--- src/rtl/nand_seq_pkg.sv ---
package nand_seq_pkg;
  typedef enum logic [1:0] {
    CYC_CMD  = 2'd0,
    CYC_ADDR = 2'd1,
    CYC_WR   = 2'd2,
    CYC_RD   = 2'd3
  } cyc_kind_t;

  typedef enum logic [3:0] {
    S_IDLE, S_CMD, S_ADDR, S_RSTART, S_WAIT, S_DATA, S_CONF, S_STCMD, S_STRD
  } seq_state_t;

  localparam logic [7:0] OPC_READ       = 8'h00;
  localparam logic [7:0] OPC_READ_SPARE = 8'h50;
  localparam logic [7:0] OPC_READ_GO    = 8'h30;
  localparam logic [7:0] OPC_LOAD       = 8'h80;
  localparam logic [7:0] OPC_COMMIT     = 8'h10;
  localparam logic [7:0] OPC_STATUS     = 8'h70;
  localparam int         STAT_RDY_BIT   = 6;
  localparam int         STAT_ERR_BIT   = 0;
endpackage

--- src/rtl/nand_addr_gen.sv ---
module nand_addr_gen #(
  parameter int PAGE_W = 24
) (
  input  logic [PAGE_W-1:0] page,
  input  logic              large_page,
  input  logic              oob_only,
  input  logic [2:0]        addr_cycles,
  input  logic [2:0]        idx,
  output logic [2:0]        naddr,
  output logic [7:0]        abyte
);
  localparam int EXT_W = PAGE_W + 32;

  logic [EXT_W-1:0] pg_ext;
  logic [2:0]       row_k;
  logic             more4;
  logic             more5;

  assign pg_ext = {32'd0, page};
  assign more4  = (addr_cycles >= 3'd4);
  assign more5  = (addr_cycles >= 3'd5);

  always_comb begin
    if (large_page) naddr = 3'd4 + {2'b00, more5};
    else            naddr = 3'd3 + {2'b00, more4} + {2'b00, more5};
  end

  always_comb begin
    row_k = large_page ? (idx - 3'd2) : (idx - 3'd1);
    if (idx == 3'd0)
      abyte = 8'h00;
    else if (large_page && idx == 3'd1)
      abyte = oob_only ? 8'h08 : 8'h00;
    else
      abyte = pg_ext[{row_k, 3'b000} +: 8];
  end
endmodule

--- src/rtl/nand_xfer_ctr.sv ---
module nand_xfer_ctr #(
  parameter int W = 13
) (
  input  logic         clk,
  input  logic         rst_n,
  input  logic         load,
  input  logic [W-1:0] load_val,
  input  logic         dec,
  output logic [W-1:0] cnt,
  output logic         one
);
  always_ff @(posedge clk) begin
    if (!rst_n)    cnt <= '0;
    else if (load) cnt <= load_val;
    else if (dec)  cnt <= cnt - W'(1);
  end

  assign one = (cnt == W'(1));

  AST_NO_UNDERFLOW: assert property (@(posedge clk) disable iff (!rst_n)
    (dec && !load) |-> (cnt != '0));
endmodule

--- src/rtl/nand_page_seq.sv ---
module nand_page_seq
  import nand_seq_pkg::*;
#(
  parameter int PAGE_W   = 24,
  parameter int LEN_W    = 13,
  parameter int POLL_MAX = 100
) (
  input  logic              clk,
  input  logic              rst_n,
  input  logic              start,
  input  logic              op_prog,
  input  logic              oob_only,
  input  logic              large_page,
  input  logic              bus16,
  input  logic [2:0]        addr_cycles,
  input  logic [PAGE_W-1:0] page,
  input  logic [LEN_W-1:0]  data_len,
  input  logic [LEN_W-1:0]  oob_len,
  output logic              busy,
  output logic              done,
  output logic              res_fail,
  output logic              res_timeout,
  output logic              cyc_valid,
  input  logic              cyc_ready,
  output logic [1:0]        cyc_kind,
  output logic [15:0]       cyc_data,
  input  logic [15:0]       cyc_rdata,
  input  logic              dev_rdy,
  input  logic              in_valid,
  output logic              in_ready,
  input  logic [15:0]       in_data,
  output logic              out_valid,
  input  logic              out_ready,
  output logic [15:0]       out_data,
  output logic              out_last
);
  localparam int POLL_W = $clog2(POLL_MAX + 1);

  function automatic logic [LEN_W-1:0] xfers(input logic [LEN_W-1:0] len,
                                             input logic wide);
    return wide ? ((len >> 1) + {{(LEN_W-1){1'b0}}, len[0]}) : len;
  endfunction

  seq_state_t         st;
  logic               q_prog, q_oob, q_large;
  logic [2:0]         q_ac;
  logic [PAGE_W-1:0]  q_page;
  logic [LEN_W-1:0]   q_dx, q_ox;
  logic [2:0]         aidx;
  logic               phase_oob;

  logic [2:0]         naddr;
  logic [7:0]         abyte;
  logic               accept;
  logic               addr_last;
  logic               enter_data;
  logic               stat_ok;

  logic               d_load, d_dec, d_one;
  logic [LEN_W-1:0]   d_val, d_cnt;
  logic               p_load, p_dec, p_one;
  logic [POLL_W-1:0]  p_cnt;

  nand_addr_gen #(.PAGE_W(PAGE_W)) u_addr (
    .page(q_page), .large_page(q_large), .oob_only(q_oob),
    .addr_cycles(q_ac), .idx(aidx), .naddr(naddr), .abyte(abyte)
  );

  nand_xfer_ctr #(.W(LEN_W)) u_dctr (
    .clk(clk), .rst_n(rst_n), .load(d_load), .load_val(d_val),
    .dec(d_dec), .cnt(d_cnt), .one(d_one)
  );

  nand_xfer_ctr #(.W(POLL_W)) u_pctr (
    .clk(clk), .rst_n(rst_n), .load(p_load), .load_val(POLL_W'(POLL_MAX)),
    .dec(p_dec), .cnt(p_cnt), .one(p_one)
  );

  // Bus cycle offered in each state.
  always_comb begin
    cyc_valid = 1'b0;
    cyc_kind  = CYC_CMD;
    cyc_data  = 16'h0000;
    unique case (st)
      S_CMD: begin
        cyc_valid = 1'b1;
        if (q_prog)                cyc_data = {8'h00, OPC_LOAD};
        else if (!q_large && q_oob) cyc_data = {8'h00, OPC_READ_SPARE};
        else                       cyc_data = {8'h00, OPC_READ};
      end
      S_ADDR: begin
        cyc_valid = 1'b1;
        cyc_kind  = CYC_ADDR;
        cyc_data  = {8'h00, abyte};
      end
      S_RSTART: begin
        cyc_valid = 1'b1;
        cyc_data  = {8'h00, OPC_READ_GO};
      end
      S_DATA: begin
        if (q_prog) begin
          cyc_valid = in_valid;
          cyc_kind  = CYC_WR;
          cyc_data  = in_data;
        end else begin
          cyc_valid = out_ready;
          cyc_kind  = CYC_RD;
        end
      end
      S_CONF: begin
        cyc_valid = 1'b1;
        cyc_data  = {8'h00, OPC_COMMIT};
      end
      S_STCMD: begin
        cyc_valid = 1'b1;
        cyc_data  = {8'h00, OPC_STATUS};
      end
      S_STRD: begin
        cyc_valid = 1'b1;
        cyc_kind  = CYC_RD;
      end
      default: ;
    endcase
  end

  assign accept    = cyc_valid && cyc_ready;
  assign addr_last = (aidx == naddr - 3'd1);
  assign stat_ok   = cyc_rdata[STAT_RDY_BIT];
  assign busy      = (st != S_IDLE);

  assign in_ready  = (st == S_DATA) && q_prog && cyc_ready;
  assign out_valid = (st == S_DATA) && !q_prog && accept;
  assign out_data  = cyc_rdata;
  assign out_last  = out_valid && d_one && (phase_oob || q_ox == '0);

  assign enter_data = ((st == S_WAIT) && dev_rdy) ||
                      ((st == S_ADDR) && accept && addr_last && q_prog);

  // Transfer and poll counter control.
  always_comb begin
    d_load = 1'b0;
    d_val  = '0;
    d_dec  = 1'b0;
    if (enter_data) begin
      if (q_dx != '0)      begin d_load = 1'b1; d_val = q_dx; end
      else if (q_ox != '0) begin d_load = 1'b1; d_val = q_ox; end
    end else if ((st == S_DATA) && accept) begin
      if (d_one && !phase_oob && q_ox != '0) begin
        d_load = 1'b1;
        d_val  = q_ox;
      end else begin
        d_dec = 1'b1;
      end
    end
  end

  assign p_load = (st == S_STCMD) && accept;
  assign p_dec  = (st == S_STRD) && accept && !stat_ok && !p_one;

  always_ff @(posedge clk) begin
    if (!rst_n) begin
      st          <= S_IDLE;
      done        <= 1'b0;
      res_fail    <= 1'b0;
      res_timeout <= 1'b0;
      q_prog      <= 1'b0;
      q_oob       <= 1'b0;
      q_large     <= 1'b0;
      q_ac        <= 3'd0;
      q_page      <= '0;
      q_dx        <= '0;
      q_ox        <= '0;
      aidx        <= 3'd0;
      phase_oob   <= 1'b0;
    end else begin
      done <= 1'b0;
      unique case (st)
        S_IDLE: if (start) begin
          q_prog      <= op_prog;
          q_oob       <= oob_only;
          q_large     <= large_page;
          q_ac        <= addr_cycles;
          q_page      <= page;
          q_dx        <= oob_only ? '0 : xfers(data_len, bus16);
          q_ox        <= xfers(oob_len, bus16);
          res_fail    <= 1'b0;
          res_timeout <= 1'b0;
          aidx        <= 3'd0;
          st          <= S_CMD;
        end
        S_CMD: if (accept) st <= S_ADDR;
        S_ADDR: if (accept) begin
          if (!addr_last)   aidx <= aidx + 3'd1;
          else if (!q_prog) st <= q_large ? S_RSTART : S_WAIT;
        end
        S_RSTART: if (accept) st <= S_WAIT;
        S_DATA: if (accept && d_one) begin
          if (!phase_oob && q_ox != '0) phase_oob <= 1'b1;
          else if (q_prog)              st <= S_CONF;
          else begin
            st   <= S_IDLE;
            done <= 1'b1;
          end
        end
        S_CONF:  if (accept) st <= S_STCMD;
        S_STCMD: if (accept) st <= S_STRD;
        S_STRD: if (accept) begin
          if (stat_ok) begin
            res_fail <= cyc_rdata[STAT_ERR_BIT];
            st       <= S_IDLE;
            done     <= 1'b1;
          end else if (p_one) begin
            res_timeout <= 1'b1;
            st          <= S_IDLE;
            done        <= 1'b1;
          end
        end
        default: ;
      endcase
      // Shared entry into the transfer phase (read after ready, program after address).
      if (enter_data) begin
        if (q_dx != '0) begin
          phase_oob <= 1'b0;
          st        <= S_DATA;
        end else if (q_ox != '0) begin
          phase_oob <= 1'b1;
          st        <= S_DATA;
        end else if (q_prog) begin
          st <= S_CONF;
        end else begin
          st   <= S_IDLE;
          done <= 1'b1;
        end
      end
    end
  end

  AST_CMD_HOLD: assert property (@(posedge clk) disable iff (!rst_n)
    (cyc_valid && !cyc_ready && (cyc_kind == CYC_CMD || cyc_kind == CYC_ADDR))
      |=> (cyc_valid && $stable(cyc_kind) && $stable(cyc_data)));
  AST_REQ_FROZEN: assert property (@(posedge clk) disable iff (!rst_n)
    (busy && $past(busy)) |-> ($stable(q_page) && $stable(q_prog) && $stable(q_oob)));
  AST_RESULT_EXCL: assert property (@(posedge clk) disable iff (!rst_n)
    done |-> !(res_fail && res_timeout));
  AST_ADDR_RANGE: assert property (@(posedge clk) disable iff (!rst_n)
    (st == S_ADDR) |-> (aidx < naddr));
  AST_ONE_STREAM: assert property (@(posedge clk) disable iff (!rst_n)
    $onehot0({out_valid, in_valid && in_ready}));
  AST_DONE_IDLE: assert property (@(posedge clk) disable iff (!rst_n)
    done |-> !cyc_valid);
endmodule

--- config.mk ---
export PLATFORM = sky130hd
export DESIGN_NAME = nand_page_seq
export DESIGN_NICKNAME = d
export VERILOG_FILES = /design/src/rtl/nand_seq_pkg.sv /design/src/rtl/nand_addr_gen.sv /design/src/rtl/nand_xfer_ctr.sv /design/src/rtl/nand_page_seq.sv
export SDC_FILE = /design/constraint.sdc
export NUM_CORES = 1
export LEC_CHECK = 0
export BUFFER_PORTS_ARGS = -buffer_cell sky130_fd_sc_hd__buf_2
export CAP_MARGIN = 20
export CORE_ASPECT_RATIO = 2
export CORE_MARGIN = 2
export CORE_UTILIZATION = 55
export CTS_BUF_LIST = sky130_fd_sc_hd__clkbuf_8
export DETAILED_ROUTE_END_ITERATION = 7
export GPL_TIMING_DRIVEN = 0
export PLACE_DENSITY = 0.88
export RECOVER_POWER = 50
export SYNTH_ARGS = -nofsm -noshare
export SYNTH_HDL_FRONTEND = slang
export SYNTH_SLANG_ARGS = --single-unit
--- constraint.sdc ---
create_clock -name clk -period 7.5 [get_ports clk]
set_clock_uncertainty 0.05 [all_clocks]
set_input_delay 1.125 -clock clk [delete_from_list [all_inputs] [get_ports clk]]
set_output_delay 1.125 -clock clk [all_outputs]
set_load 0.01 [all_outputs]
Word level (Yosys, flattened, before mapping) --
Cells that the tools add are included.
Cells by class: add/subtract/negate cells 11, $lt $le $gt $ge 2, eq/ne operators 31, shifts and indexed selects 1, multiplexer cells 81, bitwise operators 1, reduce and logical (&&, ||, !) cells 47
Operator list (number):
- 13-bit two-way mux | 10
- 16-bit case mux with 6 select lines | 1
- 4-bit two-way mux | 17
- 56-bit by 7-bit indexed part select with 8-bit output | 1
- 1-bit two-way mux | 32
- 4-bit case mux with 8 select lines | 1
- 3-bit != test (second input constant) | 10
- 12-bit by 1-bit adder with 13-bit output | 2
- 13-bit nonzero test | 2
- 8-bit two-way mux | 3
- 1-bit logical AND | 22
- 3-bit two-way mux | 7
- 7-bit two-way mux | 3
- 4-bit by 3-bit equality test with 1-bit output (second input constant) | 4
- 16-bit two-way mux | 1
- 2-bit != test (second input constant) | 7
- 13-bit by 1-bit equality test with 1-bit output (second input constant) | 1
- 13-bit zero test | 1
- 13-bit AND reduction | 1
- 13-bit by 1-bit subtractor with 13-bit output (second input constant) | 1
- 9-bit nonzero test | 1
- 4-bit by 2-bit equality test with 1-bit output (second input constant) | 2
- 1-bit case mux with 2 select lines | 4
- 4-bit AND reduction | 2
- other kinds (28) | 38
Storage, ports and cells: register bits after elaboration 87, input port bits 96, output and inout port bits 42, logic and storage cells 190

Depth between registers and ports, before layout --
word-level depth 12, gate-level depth with buffers 14, depth with buffers taken out 12

Modules after synthesis --
From an unflattened synthesis, not the netlist that was laid out.
Unflattened totals: cells, all modules 773, area total of the unflattened synthesis 5994.5 um2
By module, submodules not included:
- nand_page_seq | times used 1, cells each 576, area each 4347.9 um2, seq. area each 1341.3 um2
- nand_xfer_ctr (u_dctr) | times used 1, cells each 87, area each 737.0 um2, seq. area each 260.2 um2
- nand_addr_gen | times used 1, cells each 67, area each 531.8 um2, seq. area each 0.0 um2
- nand_xfer_ctr (u_pctr) | times used 1, cells each 43, area each 377.9 um2, seq. area each 140.1 um2

Least setup slack after synthesis --
OpenSTA, ideal clock, no wires.
kind register to output, from register aidx[0], to output port cyc_data[3], arrival 2.162 ns, required time 6.325 ns, path slack 4.163 ns, cell stages (with the launch flop) 9, path buffers 1, path through dfxtp_1 > inv_1 > ha_1 > a21boi_1 > nor2b_1 > clkbuf_1 > a21oi_1 > o32a_1 > o31ai_1
On the way: cells in the longest elaborated chain, start to end 6, elaborated cells between the ends (all ways) 10
RTL lines:
- start, declared | line nand_page_seq.sv:49 | logic [2:0] aidx;
- start signal, assigned | line nand_page_seq.sv:193 | if (!addr_last) aidx <= aidx + 3'd1;
- 3-bit by 1-bit subtractor with 3-bit output or 3-bit by 2-bit subtractor with 3-bit output (tied branches) | line nand_addr_gen.sv:29 | row_k = large_page ? (idx - 3'd2) : (idx - 3'd1);
- 3-bit two-way mux | line nand_addr_gen.sv:29
- 56-bit by 7-bit indexed part select with 8-bit output | line nand_addr_gen.sv:35 | abyte = pg_ext[{row_k, 3'b000} +: 8];
- 8-bit two-way mux | line nand_addr_gen.sv:32 | else if (large_page && idx == 3'd1)
- 8-bit two-way mux * | line nand_addr_gen.sv:30 | if (idx == 3'd0)
- 16-bit case mux with 6 select lines * | line nand_page_seq.sv:84 | unique case (st)
- end, declared | line nand_page_seq.sv:26 | output logic [15:0] cyc_data,
Every way passes the cells marked *; elsewhere a longest branch is shown, timed or not.

Worst setup path in the final report --
Same ends and word-level chain as after synthesis.

==> results <==
- The cell area power density is 270 nW/µm².
- The type of the worst min-delay path is flip-flop to flip-flop.
- The analysis attributes to cell leakage a power of 0.00280 µW.
- The slew at the pin with the worst max-slew slack is 0.863 ns.
- The number of hold buffers added after CTS was 0.
- Once placement finished, the instance area stood at 6320 µm².
- Entering global routing, the biggest net connects 17 pins.
- The worst min-delay path startpoint is q_page[1]$_SDFFE_PN0P_.
- The clock tree synthesis step divided the H-tree into 3 levels.
- The endpoint of the worst hold-timing path is q_page[1]$_SDFFE_PN0P_.
- CTS placed an instance of sky130_fd_sc_hd__clkbuf_8 at the clock tree root.
- The critical path class is flip-flop to output port.
- Synthesis instantiated 74 different standard cells from the library.
- Synthesis handed over a netlist of 726 instances.
- Hold timing on the final database bottoms out at a slack of 0.412 ns.
- The layer with the highest usage after global routing is met2.
- The worst reg-to-reg path cell count is 12.
- For this run, the leading register cell type out of synthesis is sky130_fd_sc_hd__dfxtp_1.
- The die covers 11000 µm².
- STA classifies the critical path startpoint as a flip-flop.
- Buffers inserted during clock tree synthesis total 9.
- The critical-path maximum fanout is 9.
- STA classifies the critical path endpoint as an output port.
- Summing over every cut layer, the via total after detailed routing is 5976.
- The share of layout cells above drive strength 1 is 19.5%.
- The core region is 9760 µm².
- Max-cap violations in this run came to 0.
- The final-layout fill cell count is 905.
- For this run, asynchronously set or reset flops after synthesis account for 0%.
- The number of instances on the worst hold path is 2.
- Synthesis inferred 87 register bits.
- The number of setup buffers added after CTS is 0.
- 0 antenna diodes ended up in the layout.
- Once detail routing completed, the nets flagged for antenna violations numbered 0.
- The via count of the first global-routing pass is 5756.
- The flow ran to the end, and the final reports show no timing, DRC or antenna violations.
- The clock reaches the later pin of the worst-skew pair after 0.38 ns.
- Summing all non-filler instances in the final layout gives an area of 6500 µm².
- The detailed-routing iteration count for the pre-antenna-repair pass is 5.
- The number of nets handed over by synthesis was 836.
- The clock period minus worst slack is 4.16 ns.
- The total setup violations reported at the end of the flow is 0.
- The final-report hold violation count came to 0.
- Yosys printed 0 warnings.
- The cell row count is 51.
- The violation count after the first detailed-route iteration is 421.
- In the routed design, unresolved DRC markers number 0.
- The end of the worst register-to-register path is u_dctr.cnt[5]$_SDFFE_PN0P_.
- The headroom to the max-slew limit is 42.0%.
- After layout, the worst path uses 55.4% of the clock period.
- The setup slack of the most critical reg-to-reg path is 4.09 ns.
- Dividing the detail-routed wire length by the instance count gives 17.1 µm.
- Summed over all failing endpoints, the final setup total negative slack is 0 ns.
- Setup repair after global routing left no endpoint under its margin.
- IR analysis of the VDD net gives a maximum drop of 171 µV.
- The placed wire-length estimate is 13200 µm.
- The area growth from synthesis to final layout is 17.0%.
- The synthesized design contains 0 enable-type register cells.
- The final global-route overflow total is 0.
- At the end of routability-driven placement, the weighted congestion stood at 0.997.
- The synthesized area per cell is 7.65 µm².
- The worst endpoint data arrival time is 2.98 ns.
- The worst register-to-register path begins at q_ac[0]$_SDFFE_PN0P_.
- The number of sinks on the clock net is 87.
- Port buffering added 120 buffers.
- The count of boundary I/O pins is 138.
- TritonCTS built the clock tree.
- The data required time of the worst path is 6.32 ns.
- The final total power is 1760 µW.
- Once the clock tree was built, the resizer swapped 0 gates to a different size.
- The combined global-route utilization of all metal layers is 31.6%.
- The sequential cell area fraction in the yosys report is 31.4%.
- The floorplan step set the die width to 75.1 µm.
- The initial core utilization is 56.9%.
- Global routing consumed, on the met3 layer, 5.24% of the routing resources.
- In the global route stage, met2 resource usage came out at 55.1%.
- For this run, global-route usage on met1 was measured as 31.2%.
- The register clock-pin slew on the reported worst setup and hold paths is 0.09 ns.
- The chip height is 146 µm.
- In the final design database the tool counted 967 nets.
- The post-synthesis instance area is 5560 µm².
- In this run the deepest clock path goes through 2 buffers.
- The initial antenna violation count was 0.
- The vias per cell is 6.01.
- The first global-routing pass estimated 26800 µm of wire.
- The number of pins exceeding their max-slew limit in the final report was 0.
- For this run, the top clock speed supported by timing is 0.241 GHz.
- For this block, the routed nets add up to 17000 µm of wire.
==> flip-flops by register name (all words and copies together) (netlist names), 3 cells and up <==
signal	cells
q_page	24
aidx	3
u_dctr.cnt	13
q_ox	13
st	4
q_ac	3
q_dx	13
u_pctr.cnt	7
==> Yosys cell counts, drive strengths merged (6+ instances only) <==
cell    count  share of area (%)
nand2     143                9.7
dfxtp      87                 31
a21oi      59                5.3
o21ai      46                4.3
nor2       41                2.9
clkbuf     31                2.1
buf        26                3.2
a21boi     24                3.2
nand3      20                1.9
nor3       19                1.9
mux2i      18                3.2
and3       17                1.9
ha         14                3.2
o22ai      14                1.6
inv        13               0.88
and2       12                1.4
a221oi     10                1.9
nand4       9                1.3
xnor2       9                1.6
xor2        9                1.4
nor2b       8               0.90
nor4        8                1.2
o31ai       6                1.1
or3         6               0.77
==> layer usage <==
metal | wire, µm | share of wire (%)
met1 | 5860 | 34
met5 | 0 | 0
met2 | 8890 | 52
met3 | 844 | 5.0
met4 | 1430 | 8.4
==> power breakdown <==
part	leakage, µW	switching (µW)	internal, µW
combinational	0.00199	489	307
sequential	0.000709	76.8	534
clock	0.000108	191	159
==> worst max-delay path, cell delays in order, from the launching register on <==
cell and delay, ns:
sky130_fd_sc_hd__dfxtp_1 0.48, sky130_fd_sc_hd__inv_1 0.14, sky130_fd_sc_hd__ha_1 0.33, sky130_fd_sc_hd__a21boi_1 0.50
sky130_fd_sc_hd__nor2b_1 0.20, sky130_fd_sc_hd__clkbuf_1 0.28, sky130_fd_sc_hd__a21oi_1 0.13, sky130_fd_sc_hd__o32a_1 0.18
sky130_fd_sc_hd__o31ai_1 0.19, sky130_fd_sc_hd__buf_2 0.17
==> cells by family after synthesis <==
group,Yosys count,synth area share [%]
AO/OA/AOI/OAI,206,24.9
XOR/XNOR,18,2.97
adder cells (fa/ha/maj),14,3.15
buffers and inverters,72,6.31
flip-flops,87,31.4
multiplexers,20,3.65
AND/OR/NAND/NOR,309,27.7
==> how the worst max path moves through the flow <==
stage / start / end / cells after the start
after floorplan: aidx[0]$_SDFFE_PN0P_ / cyc_data[3] / 8
after global placement: aidx[0]$_SDFFE_PN0P_ / cyc_data[3] / 9
after detailed placement: aidx[0]$_SDFFE_PN0P_ / cyc_data[5] / 10
after CTS: aidx[0]$_SDFFE_PN0P_ / cyc_data[5] / 10
after global routing: aidx[0]$_SDFFE_PN0P_ / cyc_data[5] / 10
final: aidx[0]$_SDFFE_PN0P_ / cyc_data[3] / 9
==> placed cells by master (no fill, tap or decap), types with 4 or more instances in the layout <==
master,instances
sky130_fd_sc_hd__nor4_1,7
sky130_fd_sc_hd__or3_1,5
sky130_fd_sc_hd__and2_1,11
sky130_fd_sc_hd__a21oi_1,59
sky130_fd_sc_hd__nand4_1,8
sky130_fd_sc_hd__nor3_1,17
sky130_fd_sc_hd__nor2b_1,8
sky130_fd_sc_hd__and3_1,17
sky130_fd_sc_hd__a211oi_1,4
sky130_fd_sc_hd__a21boi_0,23
sky130_fd_sc_hd__nand3_1,19
sky130_fd_sc_hd__buf_4,17
sky130_fd_sc_hd__nor2_1,39
sky130_fd_sc_hd__o21ai_0,44
sky130_fd_sc_hd__a22o_1,5
sky130_fd_sc_hd__clkbuf_1,53
sky130_fd_sc_hd__or2_2,4
sky130_fd_sc_hd__dfxtp_1,87
sky130_fd_sc_hd__mux2i_1,18
sky130_fd_sc_hd__buf_2,106
sky130_fd_sc_hd__xnor2_1,8
sky130_fd_sc_hd__a221oi_1,7
sky130_fd_sc_hd__inv_1,14
sky130_fd_sc_hd__ha_1,14
sky130_fd_sc_hd__nand2b_1,4
sky130_fd_sc_hd__o211ai_1,4
sky130_fd_sc_hd__xor2_1,9
sky130_fd_sc_hd__clkbuf_8,9
sky130_fd_sc_hd__nand2_1,143
sky130_fd_sc_hd__o22ai_1,14
sky130_fd_sc_hd__a32oi_1,5
sky130_fd_sc_hd__o211a_1,4
sky130_fd_sc_hd__o31ai_1,5
==> per-stage QoR <==
stage | setup WS (ns) | std cells | util [%]
global route | 3.07 | 994 | 66.6
detailed placement | 3.77 | 978 | 64.7
finish | 3.34 | 994 | 66.6
CTS | 3.34 | 994 | 66.8
global placement | 3.78 | 978 | 64.7
floorplan | 4.16 | 726 | -
==> area by class of cell <==
class / count / area, µm² / area share (%)
plain buffers: 57 / 293 / 4.51
clock buffers: 9 / 124 / 1.91
clock inverters: 7 / 80.1 / 1.23
inverters: 15 / 56.3 / 0.866
multi-input cells: 567 / 3460 / 53.3
flip-flops and latches: 87 / 1740 / 26.8
well taps: 132 / 165 / 2.54
repair buffers: 120 / 576 / 8.86
(Power assumes the default switching activity.)
